--- src/rtl/rast_pkg.sv ---
package rast_pkg;
  localparam int CW   = 16;
  localparam int COLW = 24;
  localparam int SELW = 4;
  localparam int DW   = 32;

  localparam logic [SELW-1:0] SEL_SIZE   = 4'd0;
  localparam logic [SELW-1:0] SEL_HBRD   = 4'd1;
  localparam logic [SELW-1:0] SEL_VBRD   = 4'd2;
  localparam logic [SELW-1:0] SEL_WINH   = 4'd3;
  localparam logic [SELW-1:0] SEL_WINV   = 4'd4;
  localparam logic [SELW-1:0] SEL_SYNC   = 4'd5;
  localparam logic [SELW-1:0] SEL_MODE   = 4'd6;
  localparam logic [SELW-1:0] SEL_WCFG   = 4'd7;
  localparam logic [SELW-1:0] SEL_COLOUR = 4'd8;

  localparam int VIDEN_BIT  = 8;
  localparam int INTL_BIT   = 4;
  localparam int DISPEN_BIT = 0;
  localparam int DBL_BIT    = 1;
  localparam int LOWRES_BIT = 0;
  localparam int BLANK_BIT  = 3;

  typedef struct packed {
    logic [CW-1:0]   htot;
    logic [CW-1:0]   vtot;
    logic [CW-1:0]   hbstart;
    logic [CW-1:0]   hbstop;
    logic [CW-1:0]   vbstart;
    logic [CW-1:0]   vbstop;
    logic [CW-1:0]   winh;
    logic [CW-1:0]   winv;
    logic            vid_en;
    logic            intl;
    logic            disp_en;
    logic            dbl;
    logic            lowres;
    logic            blank;
    logic [COLW-1:0] colour;
  } rast_cfg_t;
endpackage

--- src/rtl/rast_regs.sv ---
module rast_regs
  import rast_pkg::*;
#(
  parameter int DEF_HTOT    = 32,
  parameter int DEF_VTOT    = 16,
  parameter int DEF_HBSTART = 4,
  parameter int DEF_HBSTOP  = 28,
  parameter int DEF_VBSTART = 2,
  parameter int DEF_VBSTOP  = 14,
  parameter int DEF_WINH    = 8,
  parameter int DEF_WINV    = 4,
  parameter int DEF_COLOUR  = 24'h102030
) (
  input  logic            clk,
  input  logic            rst_n,
  input  logic            wr_en,
  input  logic [SELW-1:0] wr_sel,
  input  logic [DW-1:0]   wr_data,
  input  logic            commit_i,
  output rast_cfg_t       act_o
);
  localparam rast_cfg_t DEF_CFG = '{
    htot:    CW'(DEF_HTOT),    vtot:    CW'(DEF_VTOT),
    hbstart: CW'(DEF_HBSTART), hbstop:  CW'(DEF_HBSTOP),
    vbstart: CW'(DEF_VBSTART), vbstop:  CW'(DEF_VBSTOP),
    winh:    CW'(DEF_WINH),    winv:    CW'(DEF_WINV),
    vid_en:  1'b1, intl: 1'b0, disp_en: 1'b1, dbl: 1'b0,
    lowres:  1'b0, blank: 1'b0, colour: COLW'(DEF_COLOUR)
  };

  rast_cfg_t sh_q, sh_nxt, act_q, act_nxt;

  always_comb begin
    sh_nxt = sh_q;
    if (wr_en) begin
      case (wr_sel)
        SEL_SIZE:   begin sh_nxt.vtot = wr_data[31:16]; sh_nxt.htot = wr_data[15:0]; end
        SEL_HBRD:   begin sh_nxt.hbstart = wr_data[31:16]; sh_nxt.hbstop = wr_data[15:0]; end
        SEL_VBRD:   begin sh_nxt.vbstart = wr_data[31:16]; sh_nxt.vbstop = wr_data[15:0]; end
        SEL_WINH:   sh_nxt.winh = wr_data[CW-1:0];
        SEL_WINV:   sh_nxt.winv = wr_data[CW-1:0];
        SEL_SYNC:   begin sh_nxt.vid_en = wr_data[VIDEN_BIT]; sh_nxt.intl = wr_data[INTL_BIT]; end
        SEL_MODE:   begin sh_nxt.disp_en = wr_data[DISPEN_BIT]; sh_nxt.dbl = wr_data[DBL_BIT]; end
        SEL_WCFG:   begin sh_nxt.lowres = wr_data[LOWRES_BIT]; sh_nxt.blank = wr_data[BLANK_BIT]; end
        SEL_COLOUR: sh_nxt.colour = wr_data[COLW-1:0];
        default:    ;
      endcase
    end
  end

  always_comb begin
    act_nxt = act_q;
    if (commit_i) act_nxt = sh_q;
  end

  always_ff @(posedge clk or negedge rst_n) begin
    if (!rst_n) begin
      sh_q  <= DEF_CFG;
      act_q <= DEF_CFG;
    end else begin
      sh_q  <= sh_nxt;
      act_q <= act_nxt;
    end
  end

  assign act_o = act_q;

  // active bank moves only on a commit edge
  assert_act_hold_R7: assert property (@(posedge clk) disable iff (!rst_n)
    !commit_i |=> $stable(act_q));
endmodule

--- src/rtl/rast_counters.sv ---
module rast_counters
  import rast_pkg::*;
(
  input  logic          clk,
  input  logic          rst_n,
  input  rast_cfg_t     act_i,
  output logic [CW-1:0] hcnt_o,
  output logic [CW-1:0] vcnt_o,
  output logic          field_o,
  output logic          irq_o,
  output logic          commit_o
);
  logic [CW-1:0] hcnt_q, hcnt_nxt, vcnt_q, vcnt_nxt;
  logic          field_q, field_nxt, irq_q, irq_nxt;
  logic          line_end, field_end;
  logic [CW:0]   last_line_cnt;

  always_comb begin
    line_end      = ({1'b0, hcnt_q} + 1'b1) >= {1'b0, act_i.htot};
    last_line_cnt = {1'b0, act_i.vtot} + {{CW{1'b0}}, (act_i.intl & ~field_q)};
    field_end     = ({1'b0, vcnt_q} + 1'b1) >= last_line_cnt;
    hcnt_nxt      = line_end ? '0 : hcnt_q + 1'b1;
    vcnt_nxt      = vcnt_q;
    field_nxt     = field_q;
    if (line_end) begin
      vcnt_nxt = field_end ? '0 : vcnt_q + 1'b1;
      if (field_end) field_nxt = act_i.intl ? ~field_q : 1'b0;
    end
    irq_nxt = line_end && (vcnt_nxt == act_i.vbstop);
  end

  always_ff @(posedge clk or negedge rst_n) begin
    if (!rst_n) begin
      hcnt_q  <= '0;
      vcnt_q  <= '0;
      field_q <= 1'b0;
      irq_q   <= 1'b0;
    end else begin
      hcnt_q  <= hcnt_nxt;
      vcnt_q  <= vcnt_nxt;
      field_q <= field_nxt;
      irq_q   <= irq_nxt;
    end
  end

  assign hcnt_o   = hcnt_q;
  assign vcnt_o   = vcnt_q;
  assign field_o  = field_q;
  assign irq_o    = irq_q;
  assign commit_o = irq_nxt;

  // horizontal count stays inside the programmed line
  assert_hpos_bound_R1: assert property (@(posedge clk) disable iff (!rst_n)
    (act_i.htot != '0) |-> (hcnt_q < act_i.htot));
  // interrupt is a single-cycle pulse
  assert_irq_pulse_R7: assert property (@(posedge clk) disable iff (!rst_n)
    irq_q |=> !irq_q);
  // interrupt lands on the first clock of a line
  assert_irq_linestart_R7: assert property (@(posedge clk) disable iff (!rst_n)
    irq_q |-> (hcnt_q == '0));
  // field flag changes only at the start of a field
  assert_field_hold_R8: assert property (@(posedge clk) disable iff (!rst_n)
    !(hcnt_q == '0 && vcnt_q == '0) |-> $stable(field_q));
endmodule

--- src/rtl/rast_decode.sv ---
module rast_decode
  import rast_pkg::*;
(
  input  logic            clk,
  input  logic            rst_n,
  input  rast_cfg_t       act_i,
  input  logic [CW-1:0]   hcnt_i,
  input  logic [CW-1:0]   vcnt_i,
  input  logic            field_i,
  output logic            hsync_o,
  output logic            vsync_o,
  output logic            active_o,
  output logic            border_o,
  output logic [COLW-1:0] colour_o,
  output logic [CW-1:0]   pix_x_o,
  output logic [CW-1:0]   pix_y_o
);
  logic          hvis, vvis, vis, in_win, show;
  logic [CW-1:0] col, row;

  always_comb begin
    hvis     = (hcnt_i >= act_i.hbstart) && (hcnt_i < act_i.hbstop);
    vvis     = (vcnt_i >= act_i.vbstart) && (vcnt_i < act_i.vbstop);
    vis      = hvis && vvis;
    in_win   = (hcnt_i >= act_i.winh) && (vcnt_i >= act_i.winv);
    show     = act_i.disp_en && !act_i.blank;
    hsync_o  = act_i.vid_en && !hvis;
    vsync_o  = act_i.vid_en && !vvis;
    active_o = act_i.vid_en && vis && show && in_win;
    border_o = act_i.vid_en && vis && !active_o;
    colour_o = border_o ? act_i.colour : '0;
    col      = hcnt_i - act_i.winh;
    row      = vcnt_i - act_i.winv;
    pix_x_o  = '0;
    pix_y_o  = '0;
    if (active_o) begin
      pix_x_o = act_i.lowres ? (col >> 1) : col;
      if (act_i.intl)     pix_y_o = {row[CW-2:0], field_i};
      else if (act_i.dbl) pix_y_o = row >> 1;
      else                pix_y_o = row;
    end
  end

  // window and border never overlap
  assert_excl_R4: assert property (@(posedge clk) disable iff (!rst_n)
    !(active_o && border_o));
  // no picture during either sync
  assert_active_nosync_R4: assert property (@(posedge clk) disable iff (!rst_n)
    active_o |-> (!hsync_o && !vsync_o));
  // blank suppresses the window
  assert_blank_R5: assert property (@(posedge clk) disable iff (!rst_n)
    act_i.blank |-> !active_o);
  // video disable silences every raster output
  assert_vid_off_R6: assert property (@(posedge clk) disable iff (!rst_n)
    !act_i.vid_en |-> (!hsync_o && !vsync_o && !border_o));
  // coordinates are zero outside the window
  assert_pix_zero_R10: assert property (@(posedge clk) disable iff (!rst_n)
    !active_o |-> (pix_x_o == '0 && pix_y_o == '0));
endmodule

--- src/rtl/rast_timing_gen.sv ---
module rast_timing_gen
  import rast_pkg::*;
#(
  parameter int DEF_HTOT    = 32,
  parameter int DEF_VTOT    = 16,
  parameter int DEF_HBSTART = 4,
  parameter int DEF_HBSTOP  = 28,
  parameter int DEF_VBSTART = 2,
  parameter int DEF_VBSTOP  = 14,
  parameter int DEF_WINH    = 8,
  parameter int DEF_WINV    = 4,
  parameter int DEF_COLOUR  = 24'h102030
) (
  input  logic        clk,
  input  logic        rst_n,
  input  logic        wr_en,
  input  logic [3:0]  wr_sel,
  input  logic [31:0] wr_data,
  output logic        hsync_o,
  output logic        vsync_o,
  output logic        active_o,
  output logic        border_o,
  output logic [23:0] colour_o,
  output logic        vblank_irq_o,
  output logic        field_o,
  output logic [15:0] pix_x_o,
  output logic [15:0] pix_y_o
);
  rast_cfg_t     act;
  logic [CW-1:0] hcnt, vcnt;
  logic          field, commit;

  rast_regs #(
    .DEF_HTOT(DEF_HTOT), .DEF_VTOT(DEF_VTOT),
    .DEF_HBSTART(DEF_HBSTART), .DEF_HBSTOP(DEF_HBSTOP),
    .DEF_VBSTART(DEF_VBSTART), .DEF_VBSTOP(DEF_VBSTOP),
    .DEF_WINH(DEF_WINH), .DEF_WINV(DEF_WINV), .DEF_COLOUR(DEF_COLOUR)
  ) u_regs (
    .clk(clk), .rst_n(rst_n), .wr_en(wr_en), .wr_sel(wr_sel),
    .wr_data(wr_data), .commit_i(commit), .act_o(act)
  );

  rast_counters u_cnt (
    .clk(clk), .rst_n(rst_n), .act_i(act), .hcnt_o(hcnt), .vcnt_o(vcnt),
    .field_o(field), .irq_o(vblank_irq_o), .commit_o(commit)
  );

  rast_decode u_dec (
    .clk(clk), .rst_n(rst_n), .act_i(act), .hcnt_i(hcnt), .vcnt_i(vcnt),
    .field_i(field), .hsync_o(hsync_o), .vsync_o(vsync_o),
    .active_o(active_o), .border_o(border_o), .colour_o(colour_o),
    .pix_x_o(pix_x_o), .pix_y_o(pix_y_o)
  );

  assign field_o = field;
endmodule

--- config.mk ---
export PLATFORM = sky130hd
export DESIGN_NAME = rast_timing_gen
export DESIGN_NICKNAME = d
export VERILOG_FILES = /design/src/rtl/rast_pkg.sv /design/src/rtl/rast_regs.sv /design/src/rtl/rast_counters.sv /design/src/rtl/rast_decode.sv /design/src/rtl/rast_timing_gen.sv
export SDC_FILE = /design/constraint.sdc
export NUM_CORES = 1
export LEC_CHECK = 0
export BUFFER_PORTS_ARGS = -buffer_cell sky130_fd_sc_hd__buf_2
export CORE_MARGIN = 5
export CORE_UTILIZATION = 40
export CTS_BUF_LIST = sky130_fd_sc_hd__clkbuf_8 sky130_fd_sc_hd__clkbuf_16
export DETAILED_ROUTE_END_ITERATION = 8
export HOLD_SLACK_MARGIN = 0.02
export REMOVE_ABC_BUFFERS = 1
export SETUP_SLACK_MARGIN = 0.1
export SLEW_MARGIN = 0
export SYNTH_ARGS = -nofsm -noshare
export SYNTH_HDL_FRONTEND = slang
export SYNTH_SLANG_ARGS = --single-unit
--- constraint.sdc ---
create_clock -name clk -period 6.2 [get_ports clk]
set_input_delay 1.24 -clock clk [delete_from_list [all_inputs] [get_ports clk]]
set_output_delay 1.24 -clock clk [all_outputs]
set_load 0.02 [all_outputs]
# ---- Word level (Yosys, flattened, before mapping)
# Index checks and enable logic that the tools add are counted.
dict set report classes {
  n_addsub 7
  magnitude_cmp 8
  n_eq_ne 9
  muxes 10
  bitwise_logic 2
  n_reduce_logical 27
}
# cell n
set op_table {}
lappend op_table {{two-way mux 16 bit} 8}
lappend op_table {{>= comparator 16 bit} 4}
lappend op_table {{adder 16 x 1 -> 17 bit, second input constant} 2}
lappend op_table {{adder 16 x 1 -> 16 bit, second input constant} 2}
lappend op_table {{< comparator 16 bit} 2}
lappend op_table {{subtractor 16 bit} 2}
lappend op_table {{two-way mux 24 bit} 1}
lappend op_table {{AND reduction 2 bit} 10}
lappend op_table {{adder 16 x 1 -> 17 bit} 1}
lappend op_table {{>= comparator 17 x 16 -> 1 bit} 1}
lappend op_table {{>= comparator 17 bit} 1}
lappend op_table {{equality test 16 bit} 1}
lappend op_table {{equality test 4 x 3 -> 1 bit, second input constant} 4}
lappend op_table {{logical AND 1 bit} 12}
lappend op_table {{equality test 4 x 2 -> 1 bit, second input constant} 2}
lappend op_table {{equality test 4 x 1 -> 1 bit, second input constant} 1}
lappend op_table {{equality test 4 bit, second input constant} 1}
lappend op_table {{logical NOT 1 bit} 4}
lappend op_table {{logical NOT 4 bit} 1}
lappend op_table {{bitwise AND 1 bit} 1}
lappend op_table {{two-way mux 1 bit} 1}
lappend op_table {{inverter 1 bit} 1}
dict set report totals {
  reg_bits 350
  output_inout_bits 62
}

# ---- Logic depth before layout (Yosys ltp)
dict set report depth {
  depth_word 9
  mapped_depth 21
  mapped_depth_nobuf 17
}

# ---- Cells and area by module
# From an unflattened synthesis, not the netlist that was laid out.
dict set report unflattened {
  hier_cells 1644
  hier_area_um2 18940.7
}
# mod instances cells_each area_per_inst_um2 seq_area_each_um2
set modules_own_cells {}
lappend modules_own_cells {rast_regs 1 679 11827.6 7952.6}
lappend modules_own_cells {rast_decode 1 600 3928.8 0.0}
lappend modules_own_cells {rast_counters 1 365 3184.3 850.8}

# ---- Worst setup path after synthesis
# Ideal clock, no wire load.
dict set report synth_path {
  path_kind {reg2out}
  startpoint {register u_cnt.vcnt_q[0] (netlist: u_cnt.vcnt_o[0])}
  endpoint {output colour_o[14]}
  arrival_ns 3.531
  required_time_ns 4.960
  setup_slack_ns 1.429
  path_stages_with_launch 17
  path_buffers 2
  path_cell_list {dfrtp_1 > clkbuf_1 > inv_1 > ha_1 > inv_1 > fa_1 > a21o_1 > a21oi_1 > o21ai_0 > a21oi_1 > o211ai_1 > o211ai_1 > a21oi_1 > a211o_1 > a21oi_1 > clkbuf_1 > and2_1}
}
dict set report synth_between {
  elab_chain_cells 9
  word_cells_on_any_way 12
}
# item line
set synth_lines {}
lappend synth_lines {{from (decl)} rast_counters.sv:13} ;# logic [CW-1:0] hcnt_q, hcnt_nxt, vcnt_q, vcnt_nxt;
lappend synth_lines {{from (signal assigned)} rast_counters.sv:40} ;# vcnt_q <= vcnt_nxt;
lappend synth_lines {{>= comparator 16 bit or < comparator 16 bit (tied branches)} rast_decode.sv:23} ;# vvis = (vcnt_i >= act_i.vbstart) && (vcnt_i < act_i.vbstop);
lappend synth_lines {{logical AND 1 bit} rast_decode.sv:23}
lappend synth_lines {{logical AND 1 bit} rast_decode.sv:24} ;# vis = hvis && vvis;
lappend synth_lines {{logical AND 1 bit} {rast_decode.sv:29, rast_decode.sv:30}}
lappend synth_lines {{logical AND 1 bit (2 in a row)} rast_decode.sv:29} ;# active_o = act_i.vid_en && vis && show && in_win;
lappend synth_lines {{logical NOT 1 bit} rast_decode.sv:30} ;# border_o = act_i.vid_en && vis && !active_o;
lappend synth_lines {{logical AND 1 bit (*)} rast_decode.sv:30}
lappend synth_lines {{named net border_o} rast_timing_gen.sv:22} ;# output logic border_o,
lappend synth_lines {{two-way mux 24 bit (*)} rast_decode.sv:31} ;# colour_o = border_o ? act_i.colour : '0;
lappend synth_lines {{to (decl)} rast_timing_gen.sv:23} ;# output logic [23:0] colour_o,
# The timed path passes the listed nets; every way through them passes the cells marked *.

# ---- Worst setup path after layout
dict set report layout_path {
  startpoint {register u_cnt.hcnt_q[0] (netlist: u_cnt.hcnt_o[0])}
  endpoint {output pix_y_o[0]}
}
dict set report layout_between {
  elab_chain_cells 7
  word_cells_on_any_way 10
}
# item line
set layout_lines {}
lappend layout_lines {{from (decl)} rast_counters.sv:13}
lappend layout_lines {{from (signal assigned)} rast_counters.sv:39} ;# hcnt_q <= hcnt_nxt;
lappend layout_lines {{>= comparator 16 bit or < comparator 16 bit (tied branches)} rast_decode.sv:22} ;# hvis = (hcnt_i >= act_i.hbstart) && (hcnt_i < act_i.hbstop);
lappend layout_lines {{logical AND 1 bit} rast_decode.sv:22}
lappend layout_lines {{logical AND 1 bit} rast_decode.sv:24}
lappend layout_lines {{logical AND 1 bit (2 in a row)} rast_decode.sv:29}
lappend layout_lines {{logical AND 1 bit (*)} rast_decode.sv:29}
lappend layout_lines {{two-way mux 16 bit (*)} rast_decode.sv:36} ;# if (active_o) begin
lappend layout_lines {{to (decl)} rast_timing_gen.sv:27} ;# output logic [15:0] pix_y_o
# Every way passes the cells marked *; elsewhere a longest branch is shown, timed or not.

==> impl_metrics.yaml <==
critical_path:
  rr_worst_depth: 16
  worstPathMaxFanout: 17
  r2r_start: "u_cnt.hcnt_o[1]"
  worstPathCellList: "inv_1 > ha_1 > nand2b_1 > a21o_1 > a21o_1 > a21oi_1 > o21ai_0 > a21oi_1 > a2111oi_0 > nand3_1 > nand3b_1 > buf_4 > nor3_1 > buf_2"
  critPathMaxStageDelay_ns: 0.72
  r2r-end: "u_regs.act_o[155]"
  required_ns: 4.96
  crit_type: "reg -> out"
  startpoint_type: "flip-flop"
  cpMaxStageDelayCell: "a2111oi_0"
  r2r_slack_ns: 0.39
  arrival_ns: 4.67
  end_kind: "output port"
detailed_routing:
  dr.pass1.iters: 5
  drt-met1-wl_um: 22000
  first_iter_violations: 898
  route.top_layer_used: "met4"
  wl_per_cell_um: 19.4
  dr_wl_met3_um: 1930
  final_antenna_net_count: 0
  avgViaCountPerCell: 5.25
  drc: 0
  routed_wl_um: 45700
  wl_met2_um: 20700
  vias: 12400
synthesis:
  synth-seq-cells: 350
  synth.distinct_cells: 68
  synth_top_flop_cell: "dfrtp_1"
  synth-edff-count: 0
  syn_area_um2: 18800
  seq_area_frac_synth_pct: 46.8
  synth_top_area_share_pct: 41.7
  synth_top_cell_by_area: "dfrtp_1"
  async_flop_share_pct: 100
  synth.top_cells.by_area: "dfrtp_1 (42%), mux2_2 (11%), ha_1 (8.7%)"
  synth.avg_cell_area_um2: 11.6
  syn_inst: 1624
  synth.yosys.warnings: 0
finish:
  area_delta_synth_final_pct: 12.0
  seqCellArea_um2: 8800
  n_fill_cell: 4307
  final_common_cell: "dfrtp_1"
  multiInputGateArea_um2: 9170
  drive_gt1_share_pct: 23.7
  final_nets: 1899
  layout_common_cells: "dfrtp_1 (314), mux2_2 (189), inv_1 (144)"
sta:
  setup_viol: 0
  max_slew_margin_pct: 30.9
  max_freq_mhz: 169
  period_share_pct: 95.3
  rsz0062_at_grt: "no"
  finalCriticalPeriod_ns: 5.91
  finClkSkew_ns: 0.0223
  hold_viol: 0
  tightestPinTransition_ns: 1.04
  setup_ws_ns: 0.294
  slew_viol_final: 0
power_and_ir_drop:
  vdd_drop_max_mv: 0.232
  p_leak_nw: 10.1
  finalPower_w: 0.00828
  powerDensity_nw_per_um2: 393
place:
  gp_congestion: 0.933
  preCtsSetupSlack_ns: 0.525
  portBuffers: 100
  place_hpwl_um: 33300
clock_network:
  cts_tree: "built"
  numCtsBuffers: 37
  clk_path_buf_depth: 3
  cts.sinks: 350
  clkSlewWorstSetupHoldPaths_ns: 0.06
  root_buffer: "clkbuf_16"
  post_cts_buffers: 0
  worstSkewPairLatency_ns: 0.53
  htreeDepth: 2
die:
  die-area_um2: 51500
  rows: 79
  ios: 101
  die_width_um: 227
  die_y_um: 227
  core_area_um2: 46600
  start_util_pct: 40.4
grt:
  grt_use_total_pct: 18.0
  antenna_found_initial: 0
  grt_pass1_wl_um: 73000
  grt_overflow: 0
  grt_pass1_vias: 12700
  grt_max_degree: 102
job:
  max-cap-violations: 0
worst_hold_path:
  hold_start: "u_regs.act_o[9]"
  whs_path_depth: 1
  hold_end: "u_regs.act_o[9]"
  worstHoldPathType: "reg -> reg"
status:
  status: "finished, final reports clean"
what timing repair did:
| action | CTS | global route |
|---|---|---|
| setup endpoints to repair | 0 | 19 |
| resized for setup | 0 | 2 |
| hold buffers | 0 | 0 |
Yosys cell counts (8+ instances only):
cell,number
and2_1,45
and3_1,14
nor3_1,25
mux2i_1,10
a211oi_1,23
a21o_1,32
nand2_1,54
nand4_1,16
a31oi_1,8
and4_1,8
inv_1,130
o21ai_0,48
mux2_2,189
nor2_1,78
dfrtp_1,314
mux2_1,128
buf_1,8
buf_8,9
nand3_1,28
nor2b_1,13
a21oi_1,63
clkbuf_1,30
nand2b_1,9
xor2_1,29
xnor2_1,43
dfstp_2,36
ha_1,131
critical path: cells and delay by family, from the launching register on:
family,cells,cell delay [ns]
adders and majority gates,1,0.29
DFF,1,0.50
buffers and inverters,3,0.65
AOI/OAI and AO/OA,6,1.66
and+or+nand+nor,4,1.04
sequential cells by signal (all words and copies together), names as in the netlist:
signal / cells
u_cnt.hcnt_o: 16
u_cnt.field_o: 1
u_cnt.irq_o: 1
u_cnt.vcnt_o: 16
u_regs.sh_q: 158
u_regs.act_o: 158
layout make-up:
type,instances,share of cell area [%]
Multi-Input combinational cell,1086,43.5
Sequential cell,350,41.7
Clock buffer,44,4.85
Tap cell,607,3.60
Timing Repair Buffer,122,3.50
Inverter,130,2.31
Clock inverter,22,0.504
Antenna cell,1,0.0119
metrics by stage:
step / std cells / hold WS, ns / instance area [µm²] / TNS (ns) / util (%)
after global routing: 2361 / 0.496 / 21100 / 0 / 45.3
after detailed placement: 2295 / 0.468 / 20000 / 0 / 42.9
after CTS: 2361 / 0.481 / 21100 / 0 / 45.3
final: 2362 / 0.475 / 21100 / 0 / 45.3
after floorplan: 1566 / 0.449 / 18400 / -338.41 / -
after global placement: 2295 / 0.465 / 20000 / 0 / 42.9
power breakdown:
| group | internal [W] | total (W) | switching (W) |
|---|---|---|---|
| clock | 0.00117 | 0.00207 | 0.000900 |
| sequential | 0.00284 | 0.00322 | 0.000376 |
| combinational | 0.00132 | 0.00299 | 0.00167 |
kinds of logic (layout without fill, tap and decap cells):
group           Yosys count  count (layout)  share of synthesized area (%)
mux                     327             327                           19.5
other cells               0               1                              0
buf+inv                 188             318                           4.63
fa+ha+maj               133             133                           8.92
simple gates            326             326                           9.14
xor+xnor                 72              72                           3.35
compound gates          228             228                           7.72
flops                   350             350                           46.8
metal layers:
layer	up-vias	GRT usage, %
li1	5928	-
met1	6182	25.9
met2	240	28.6
met3	60	2.98
met4	0	4.32
met5	-	0
worst max-delay path by stage:
stage	start	to	cells past startpoint
finish	u_cnt.hcnt_o[0]	pix_y_o[0]	14
global route	u_cnt.hcnt_o[0]	pix_y_o[0]	14
CTS	u_cnt.hcnt_o[0]	pix_y_o[0]	14
detailed placement	u_cnt.hcnt_o[1]	u_regs.act_o[155]	16
global placement	u_cnt.hcnt_o[1]	u_regs.act_o[23]	16
floorplan	u_regs.act_o[28]	u_regs.act_o[130]	17
Power figures use the tool's default switching activity.
